## src/rtl/i2c_xb_pkg.sv

```systemverilog
package i2c_xb_pkg;
  typedef enum logic {
    HO_OPEN_NONE = 1'b0,
    HO_WAIT_ACK  = 1'b1
  } holdoff_e;

  function automatic logic is_deferred_start(input logic addr10, input logic repeat_mode);
    return addr10 & repeat_mode;
  endfunction
endpackage

```

## src/rtl/xb_rst_sync.sv

```systemverilog
module xb_rst_sync #(
  parameter int STAGES = 2
) (
  input  logic clk,
  input  logic rst_n,
  output logic rst_n_sync
);
  logic [STAGES-1:0] sync_q;

  always_ff @(posedge clk or negedge rst_n) begin
    if (!rst_n) sync_q <= '0;
    else        sync_q <= {sync_q[STAGES-2:0], 1'b1};
  end

  assign rst_n_sync = sync_q[STAGES-1];
endmodule

```

## src/rtl/xb_evt_ctrl.sv

```systemverilog
module xb_evt_ctrl
  import i2c_xb_pkg::*;
(
  input  logic clk,
  input  logic rst_n,
  input  logic start_det,
  input  logic master_tx,
  input  logic addr10,
  input  logic repeat_mode,
  input  logic slave_ack,
  output logic tx_set_req,
  output logic block
);
  holdoff_e ho_q, ho_d;
  logic     qual_start, defer;

  always_comb begin
    qual_start = start_det & master_tx;
    defer      = is_deferred_start(addr10, repeat_mode);
    ho_d       = ho_q;
    if (start_det)
      ho_d = (qual_start & defer) ? HO_WAIT_ACK : HO_OPEN_NONE;
    else if (slave_ack)
      ho_d = HO_OPEN_NONE;
    tx_set_req = (qual_start & ~defer) |
                 ((ho_q == HO_WAIT_ACK) & slave_ack & ~start_det);
    block      = (ho_q == HO_WAIT_ACK);
  end

  always_ff @(posedge clk or negedge rst_n) begin
    if (!rst_n) ho_q <= HO_OPEN_NONE;
    else        ho_q <= ho_d;
  end

  AST_HOLDOFF_OPENS: assert property (@(posedge clk) disable iff (!rst_n)
    (start_det && master_tx && addr10 && repeat_mode) |=> block);
endmodule

```

## src/rtl/xb_tx_path.sv

```systemverilog
module xb_tx_path #(
  parameter int DATA_W = 8
) (
  input  logic              clk,
  input  logic              rst_n,
  input  logic              cpu_wr,
  input  logic [DATA_W-1:0] cpu_d,
  input  logic              dma_wr,
  input  logic [DATA_W-1:0] dma_d,
  input  logic              tx_load,
  input  logic              tx_shift,
  input  logic              ext_set,
  input  logic              block,
  output logic              tx_rdy,
  output logic              tx_evt,
  output logic              tx_bit
);
  localparam int MSB = DATA_W - 1;

  logic [DATA_W-1:0] dreg_q, dreg_d, sreg_q, sreg_d;
  logic              rdy_q, rdy_d, evt_q, evt_d;
  logic              wr_any, set_eff, dreg_en, sreg_en;

  always_comb begin
    wr_any  = cpu_wr | dma_wr;
    dreg_en = wr_any;
    dreg_d  = dma_wr ? dma_d : cpu_d;
    sreg_en = tx_load | tx_shift;
    sreg_d  = tx_load ? dreg_q : {sreg_q[MSB-1:0], 1'b0};
    set_eff = ((tx_load & ~block) | ext_set) & ~wr_any;
    rdy_d   = set_eff | (rdy_q & ~wr_any);
    evt_d   = set_eff;
  end

  always_ff @(posedge clk or negedge rst_n) begin
    if (!rst_n) begin
      dreg_q <= '0;
      sreg_q <= '0;
      rdy_q  <= 1'b0;
      evt_q  <= 1'b0;
    end else begin
      if (dreg_en) dreg_q <= dreg_d;
      if (sreg_en) sreg_q <= sreg_d;
      rdy_q <= rdy_d;
      evt_q <= evt_d;
    end
  end

  assign tx_rdy = rdy_q;
  assign tx_evt = evt_q;
  assign tx_bit = sreg_q[MSB];

  AST_TX_WR_CLEARS: assert property (@(posedge clk) disable iff (!rst_n)
    (cpu_wr || dma_wr) |=> !tx_rdy);
  AST_TX_EVT_WITH_FLAG: assert property (@(posedge clk) disable iff (!rst_n)
    tx_evt |-> tx_rdy);
  AST_TX_LOAD_COPIES: assert property (@(posedge clk) disable iff (!rst_n)
    (tx_load && !(cpu_wr || dma_wr)) |=> (sreg_q == dreg_q));
endmodule

```

## src/rtl/xb_rx_path.sv

```systemverilog
module xb_rx_path #(
  parameter int DATA_W = 8
) (
  input  logic              clk,
  input  logic              rst_n,
  input  logic              cpu_rd,
  input  logic              dma_rd,
  input  logic              rx_shift,
  input  logic              rx_bit_in,
  input  logic              start_det,
  input  logic              block,
  output logic [DATA_W-1:0] rx_data,
  output logic              rx_rdy,
  output logic              rx_ovr,
  output logic              rx_evt
);
  localparam int CNT_W = $clog2(DATA_W + 1);
  localparam logic [CNT_W-1:0] LAST = CNT_W'(DATA_W - 1);

  logic [DATA_W-1:0] sreg_q, sreg_d, dreg_q, byte_w;
  logic [CNT_W-1:0]  cnt_q, cnt_d;
  logic              rdy_q, rdy_d, ovr_q, ovr_d, evt_q, evt_d;
  logic              rd_any, shift_ok, complete, accept, lost;

  always_comb begin
    rd_any   = cpu_rd | dma_rd;
    shift_ok = rx_shift & ~start_det;
    complete = shift_ok & (cnt_q == LAST);
    byte_w   = {sreg_q[DATA_W-2:0], rx_bit_in};
    sreg_d   = byte_w;
    if (start_det)     cnt_d = '0;
    else if (complete) cnt_d = '0;
    else if (shift_ok) cnt_d = cnt_q + 1'b1;
    else               cnt_d = cnt_q;
    accept = complete & ~block & (~rdy_q | rd_any);
    lost   = complete & ~block & rdy_q & ~rd_any;
    rdy_d  = accept | (rdy_q & ~rd_any);
    ovr_d  = lost | (ovr_q & ~rd_any);
    evt_d  = accept;
  end

  always_ff @(posedge clk or negedge rst_n) begin
    if (!rst_n) begin
      sreg_q <= '0;
      dreg_q <= '0;
      cnt_q  <= '0;
      rdy_q  <= 1'b0;
      ovr_q  <= 1'b0;
      evt_q  <= 1'b0;
    end else begin
      if (shift_ok) sreg_q <= sreg_d;
      if (accept)   dreg_q <= byte_w;
      cnt_q <= cnt_d;
      rdy_q <= rdy_d;
      ovr_q <= ovr_d;
      evt_q <= evt_d;
    end
  end

  assign rx_data = dreg_q;
  assign rx_rdy  = rdy_q;
  assign rx_ovr  = ovr_q;
  assign rx_evt  = evt_q;

  AST_RX_EVT_WITH_FLAG: assert property (@(posedge clk) disable iff (!rst_n)
    rx_evt |-> rx_rdy);
  AST_RX_READ_CLEARS: assert property (@(posedge clk) disable iff (!rst_n)
    ((cpu_rd || dma_rd) && !complete) |=> !rx_rdy);
  AST_NO_OVERWRITE: assert property (@(posedge clk) disable iff (!rst_n)
    lost |=> (rx_ovr && $stable(rx_data) && !rx_evt));
  AST_BLOCK_DROPS: assert property (@(posedge clk) disable iff (!rst_n)
    (block && complete) |=> $stable(rx_data));
endmodule

```

## src/rtl/i2c_xfer_buf.sv

```systemverilog
module i2c_xfer_buf #(
  parameter int DATA_W = 8
) (
  input  logic              clk,
  input  logic              rst_n,
  input  logic              cpu_tx_wr,
  input  logic [DATA_W-1:0] cpu_tx_data,
  input  logic              dma_tx_wr,
  input  logic [DATA_W-1:0] dma_tx_data,
  input  logic              cpu_rx_rd,
  input  logic              dma_rx_rd,
  input  logic              tx_load,
  input  logic              tx_shift,
  input  logic              rx_shift,
  input  logic              rx_bit_in,
  input  logic              start_det,
  input  logic              master_tx,
  input  logic              addr10,
  input  logic              repeat_mode,
  input  logic              slave_ack,
  output logic              tx_bit,
  output logic [DATA_W-1:0] rx_data,
  output logic              tx_rdy,
  output logic              rx_rdy,
  output logic              rx_ovr,
  output logic              dma_tx_evt,
  output logic              dma_rx_evt
);
  logic rst_n_i, tx_set_req, block;

  xb_rst_sync #(.STAGES(2)) u_rst (
    .clk(clk), .rst_n(rst_n), .rst_n_sync(rst_n_i)
  );

  xb_evt_ctrl u_ctrl (
    .clk(clk), .rst_n(rst_n_i), .start_det(start_det), .master_tx(master_tx),
    .addr10(addr10), .repeat_mode(repeat_mode), .slave_ack(slave_ack),
    .tx_set_req(tx_set_req), .block(block)
  );

  xb_tx_path #(.DATA_W(DATA_W)) u_tx (
    .clk(clk), .rst_n(rst_n_i), .cpu_wr(cpu_tx_wr), .cpu_d(cpu_tx_data),
    .dma_wr(dma_tx_wr), .dma_d(dma_tx_data), .tx_load(tx_load),
    .tx_shift(tx_shift), .ext_set(tx_set_req), .block(block),
    .tx_rdy(tx_rdy), .tx_evt(dma_tx_evt), .tx_bit(tx_bit)
  );

  xb_rx_path #(.DATA_W(DATA_W)) u_rx (
    .clk(clk), .rst_n(rst_n_i), .cpu_rd(cpu_rx_rd), .dma_rd(dma_rx_rd),
    .rx_shift(rx_shift), .rx_bit_in(rx_bit_in), .start_det(start_det),
    .block(block), .rx_data(rx_data), .rx_rdy(rx_rdy), .rx_ovr(rx_ovr),
    .rx_evt(dma_rx_evt)
  );

  AST_HOLDOFF_QUIET: assert property (@(posedge clk) disable iff (!rst_n_i)
    (block && !slave_ack && !start_det) |=> (!dma_tx_evt && !dma_rx_evt));
  AST_PLAIN_START: assert property (@(posedge clk) disable iff (!rst_n_i)
    (start_det && master_tx && !(addr10 && repeat_mode) && !cpu_tx_wr && !dma_tx_wr)
      |=> (tx_rdy && dma_tx_evt));
endmodule

```

## config.mk

```make
export PLATFORM = sky130hd
export DESIGN_NAME = i2c_xfer_buf
export DESIGN_NICKNAME = d
export VERILOG_FILES = /design/src/rtl/i2c_xb_pkg.sv /design/src/rtl/xb_rst_sync.sv /design/src/rtl/xb_evt_ctrl.sv /design/src/rtl/xb_tx_path.sv /design/src/rtl/xb_rx_path.sv /design/src/rtl/i2c_xfer_buf.sv
export SDC_FILE = /design/constraint.sdc
export NUM_CORES = 1
export LEC_CHECK = 0
export ABC_AREA = 1
export CAP_MARGIN = 20
export CORE_MARGIN = 2
export CORE_UTILIZATION = 49
export CTS_CLUSTER_SIZE = 14
export DETAILED_ROUTE_END_ITERATION = 7
export PLACE_DENSITY = 0.81
export SLEW_MARGIN = 30
export SYNTH_ARGS = -nofsm -noshare
export SYNTH_HDL_FRONTEND = slang
export SYNTH_HIERARCHICAL = 1
export SYNTH_SLANG_ARGS = --single-unit
```

## constraint.sdc

```tcl
create_clock -name clk -period 1.7 [get_ports clk]
set_input_delay 0.425 -clock clk [delete_from_list [all_inputs] [get_ports clk]]
set_output_delay 0.425 -clock clk [all_outputs]
set_load 0.02 [all_outputs]
```

# ---- Word level (Yosys, flattened, before mapping)
# Cells that the tools add are included.
dict set report word_totals {
  out_inout_bits 14
  regBits 43
  input_bits 31
}
dict set report classes {
  n_bitwise 32
  muxes 8
  reduce_logical 2
  addsub 1
  n_eq_ne 1
}
# op n
set ops {}
lappend ops {{$and 1x1->1} 17}
lappend ops {{$mux 8} 2}
lappend ops {{$mux 4} 3}
lappend ops {{$or 1x1->1} 9}
lappend ops {{$not 1->1} 6}
lappend ops {{$add 4x1->4 const B} 1}
lappend ops {{$eq 4x3->1 const B} 1}
lappend ops {{$mux 1} 3}
lappend ops {{$reduce_bool 3->1} 1}
lappend ops {{$reduce_bool 2->1} 1}

# ---- Longest topological paths before layout
dict set report depth {
  depth_word 7
  depth_mapped 8
  ltp_nobuf 8
}

# ---- By module
# Netlist, hierarchy kept.
# module seq_area_each_um2 n_inst cells_each area_each_um2
set modules_own_cells {}
lappend modules_own_cells {xb_rx_path 550.5 1 102 938.4}
lappend modules_own_cells {xb_tx_path 450.4 1 111 858.3}
lappend modules_own_cells {xb_evt_ctrl 25.0 1 12 70.1}
lappend modules_own_cells {xb_rst_sync 50.0 1 3 53.8}

# ---- Worst setup path before layout
# Ideal clock, no wire load.
dict set report synth_timing {
  path_kind {register -> register}
  from {register u_rx.cnt_q[1]}
  to {register u_rx.dreg_q[0], in the netlist u_rx/rx_data[0]}
  setup_ns 0.117
  path_stages_with_launch 7
  path_buffers 0
  path_slack_ns 0.581
  t_required_ns 1.583
  t_arrival_ns 1.002
  path_cell_list {dfrtp_1 ha_1 nand2_2 nor2_4 nand3_2 nand2_1 nand2_1}
}
dict set report synth_between {
  elab_chain_len 4
}
# element line_no
set synth_rtl {}
lappend synth_rtl {{start: declaration} xb_rx_path.sv:21} ;# logic [CNT_W-1:0] cnt_q, cnt_d;
lappend synth_rtl {{start signal: assignment} xb_rx_path.sv:53} ;# cnt_q <= cnt_d;
lappend synth_rtl {{$eq 4x3->1} xb_rx_path.sv:28} ;# complete = shift_ok & (cnt_q == LAST);
lappend synth_rtl {{$and 1x1->1} xb_rx_path.sv:28}
lappend synth_rtl {{$and 1x1->1 (2 in series)} xb_rx_path.sv:35} ;# accept = complete & ~block & (~rdy_q | rd_any);
lappend synth_rtl {{end signal: assignment} xb_rx_path.sv:52} ;# if (accept) dreg_q <= byte_w;
lappend synth_rtl {{end: declaration} xb_rx_path.sv:20} ;# logic [DATA_W-1:0] sreg_q, sreg_d, dreg_q, byte_w;
# Every way passes these cells.
# A chain may end at the register's enable or synchronous reset.

# ---- Final worst setup path
dict set report layout_timing {
  from {register u_rx.dreg_q[4], in the netlist u_rx/rx_data[4]}
  to {output rx_data[4]}
}
# element line_no
set layout_lines {}
lappend layout_lines {{end: declaration} i2c_xfer_buf.sv:22} ;# output logic [DATA_W-1:0] rx_data,
# No word-level cell between the ends.

==> results by group <==
GRT
  • Largest net degree at the start of global routing: 29
  • First-pass GRT wire length: between 6 and 7 mm
  • GRT Total Usage: 18.89%
  • Initial antenna violation count: 0
  • Vias in the first global route: approximately 1500
  • Gr ovfl total: 0

Placed design
  • PortBufs: between 40 and 50
  • Final GP Congestion: 0.7595
  • HPWL Detailed: around 2.8 mm

Critical path
  • WP data required: roughly 1.3 ns
  • Arrival time of the worst setup path: between 1 and 1.5 ns
  • WS Path Type: reg -> out
  • Crit path cell chain: clkdlybuf4s50_1
  • Reg2Reg Depth: 6
  • CP max stage delay: about 0.60 ns
  • Setup slack, reg-to-reg: approximately 0.37 ns
  • End of the worst register-to-register path: u_rx/rx_data[2]$_DFFE_PN0P_
  • Kind of end point of the critical path: output port
  • Startpoint type of the worst setup path: register
  • CP top delay family: buffers and inverters
  • CP bufs+invs: 1
  • Critical Path Slowest Stage Cell: clkdlybuf4s50_1
  • Start of the worst register-to-register path: u_rx/cnt_q[1]$_DFFE_PN0P_
  • Worst Path Max Fanout: 2

STA
  • Fin crit share: between 90% and 100%
  • Skew final: between 0.008 and 0.009 ns
  • Min Tclk post-route: roughly 1.6 ns
  • Max Slew Vio Count: 0
  • WHS: about 0.20 ns
  • RSZ-0062 raised after global routing: no
  • F_max: roughly 600 MHz
  • Setup TNS Final: 0 ns
  • Hold Vio Cnt, Final: 0
  • Final-report setup violation count: 0

Synth
  • Area contributors post-synth: dfrtp_1 (56%), nand2_1 (23%), nand3_1 (4.4%), nand4_1 (3.3%), inv_1 (2.0%)
  • Synth area leader: dfrtp_1
  • Syn_nets: 260
  • Yosys top cell area share: a little under three fifths
  • Synth Flop Type: dfrtp_1
  • Number of synthesis warnings: 6
  • Post-synth cell types: 23
  • Seq/Total Area, Yosys: 56.03%
  • Asr flop ratio synth: 100.0%
  • #FFs+latches synth: 43
  • Post-synth EDFFs: 0
  • Avg Cell Area, Syn: 8.424 sq um
  • Cell Area, Synth: between 1500 and 2000 sq um
  • Cells after Synth: roughly 230

Final layout
  • Layout cells sized above 1: 10.25%
  • Fill count: between 200 and 300
  • Most frequent cells in the layout: nand2_1 (117), dfrtp_1 (43), clkdlybuf4s50_1 (33)
  • N_diodes: 0
  • Leading cell type in the layout, fill and taps excluded: nand2_1
  • Nets@finish: around 320
  • Util after Layout: between 60 and 70%
  • Area Growth Syn to Fin: 32.96%

CTS
  • H-tree depth: 2
  • Bufs on Longest Clock Path: 2
  • Num CTS Buffers: 5
  • Clock root buffer master: clkbuf_8
  • Worst-Skew Late Latency: about 0.29 ns
  • CTS tree: yes
  • Worst-path clk slew: around 0.08 ns
  • TritonCTS Sinks: 43

Power
  • Pwr dens: between 800 and 900 nW/um^2
  • Pwr Total: ~2.1 mW
  • Leak: 1.491 nW
  • VDD IR-drop max: 0.5129 mV

Die
  • Ports: between 40 and 50
  • Die Ht: approximately 67 microns
  • DIE AREA: ~4400 sq um
  • Row count: 22
  • Die Wd: between 60 and 70 microns
  • Core area: 3716 sq um
  • Starting density of the core: just over 50%

Route
  • Via-to-Cell Ratio: ~4.9
  • Per-cell routed wire length: 10.81 microns
  • DRC: 0
  • WL final: about 3.6 mm
  • Post-route ant nets: 0
  • TritonRoute pass-1 iters: 4
  • DR vias: 1622
  • Detailed Route Iter0 Violations: 94

Outcome
  • Status: finished, final reports clean

Hold path
  • HP Class: reg -> async

Run
  • Max Cap Viol: 0
## report_power, final
part           total (mW)  leakage, nW  switching, mW  internal (mW)
logic               0.285        0.882          0.145          0.141
clock network       0.639       0.0470          0.321          0.318
registers            1.16        0.562         0.0541           1.11
## synthesized netlist by cell type, types with 2 or more instances
library cell and number:
nor2_2 2, inv_2 3, inv_1 10, buf_6 2
buf_4 2, nor2_1 4, nand2_1 117, nand3_1 17
dfrtp_1 43, nand4_1 10, nor2_4 2, nand2_2 3
o21ai_0 3
## flip-flops by register name (all words and copies together), names as in the netlist
| register | cells |
|---|---|
| u_rx/cnt_q | 4 |
| u_tx/dreg_q | 8 |
| u_rx/rx_evt | 1 |
| u_tx/tx_evt | 1 |
| u_tx/tx_rdy | 1 |
| u_ctrl/block | 1 |
| u_rx/rx_ovr | 1 |
| u_tx/sreg_q | 8 |
| u_rx/rx_data | 8 |
| u_rx/rx_rdy | 1 |
| u_rx/sreg_q | 7 |
| u_rst/sync_q | 2 |
## layout make-up
class	instances	area, sq um	area share (%)
Multi-Input combinational cell	166	747.0	29.25
Tap cell	48	60.06	2.352
Timing Repair Buffer	53	528.0	20.68
Inverter	14	55.05	2.156
Clock buffer	6	82.58	3.234
Sequential cell	43	1076	42.14
Clock inverter	1	5.005	0.1960
## routing by layer
layer	vias to the layer above	part of all wire, %	track usage [%]
li1	827	-	-
met4	0	1.7	7.653
met2	36	47	30.50
met1	753	46	24.08
met3	6	5.0	5.068
met5	-	0	0
## cells by family after synthesis
logic type,after synthesis,synth area share [%]
adder cells (fa/ha/maj),1,0.6514
flip-flops,43,56.03
other,1,0.1953
AO/OA/AOI/OAI,6,1.955
buffers and inverters,19,5.081
AND/OR/NAND/NOR,158,36.09
## worst max-delay path by stage
stage / end / from / cells after the start
2_1_floorplan: u_ctrl/block$_DFFE_PN0P_ / u_rst/sync_q[1]$_DFF_PN0_ / 0
3_3_place_gp: u_rx/rx_data[1]$_DFFE_PN0P_ / start_det / 7
3_5_place_dp: u_rx/rx_data[2]$_DFFE_PN0P_ / start_det / 7
4_1_cts: rx_ovr / u_rx/rx_ovr$_DFF_PN0_ / 1
5_1_grt: rx_data[4] / u_rx/rx_data[4]$_DFFE_PN0P_ / 1
6_report: rx_data[4] / u_rx/rx_data[4]$_DFFE_PN0P_ / 1
## timing repair
action / in CTS / in global routing
gates resized for setup: 2 / 9
endpoints found under the setup margin: 2 / 9
pin swaps: 0 / 0
hold endpoints to repair: 0 / 0
buffers inserted: 0 / 0
hold buffers: 0 / 0
gates cloned: 0 / 0
## metrics by stage
| stage | cells | area (sq um) | worst slack [ns] |
|---|---|---|---|
| 3_3_place_gp | 324 | 2446 | 0.1064 |
| 4_1_cts | 331 | 2531 | 0.006261 |
| 6_report | 331 | 2554 | 0.05234 |
| 3_5_place_dp | 324 | 2446 | 0.03460 |
| 2_1_floorplan | 228 | 1921 | 0.4148 |
| 5_1_grt | 331 | 2554 | 0.001920 |
No activity file was read; power rests on OpenSTA's default activity.
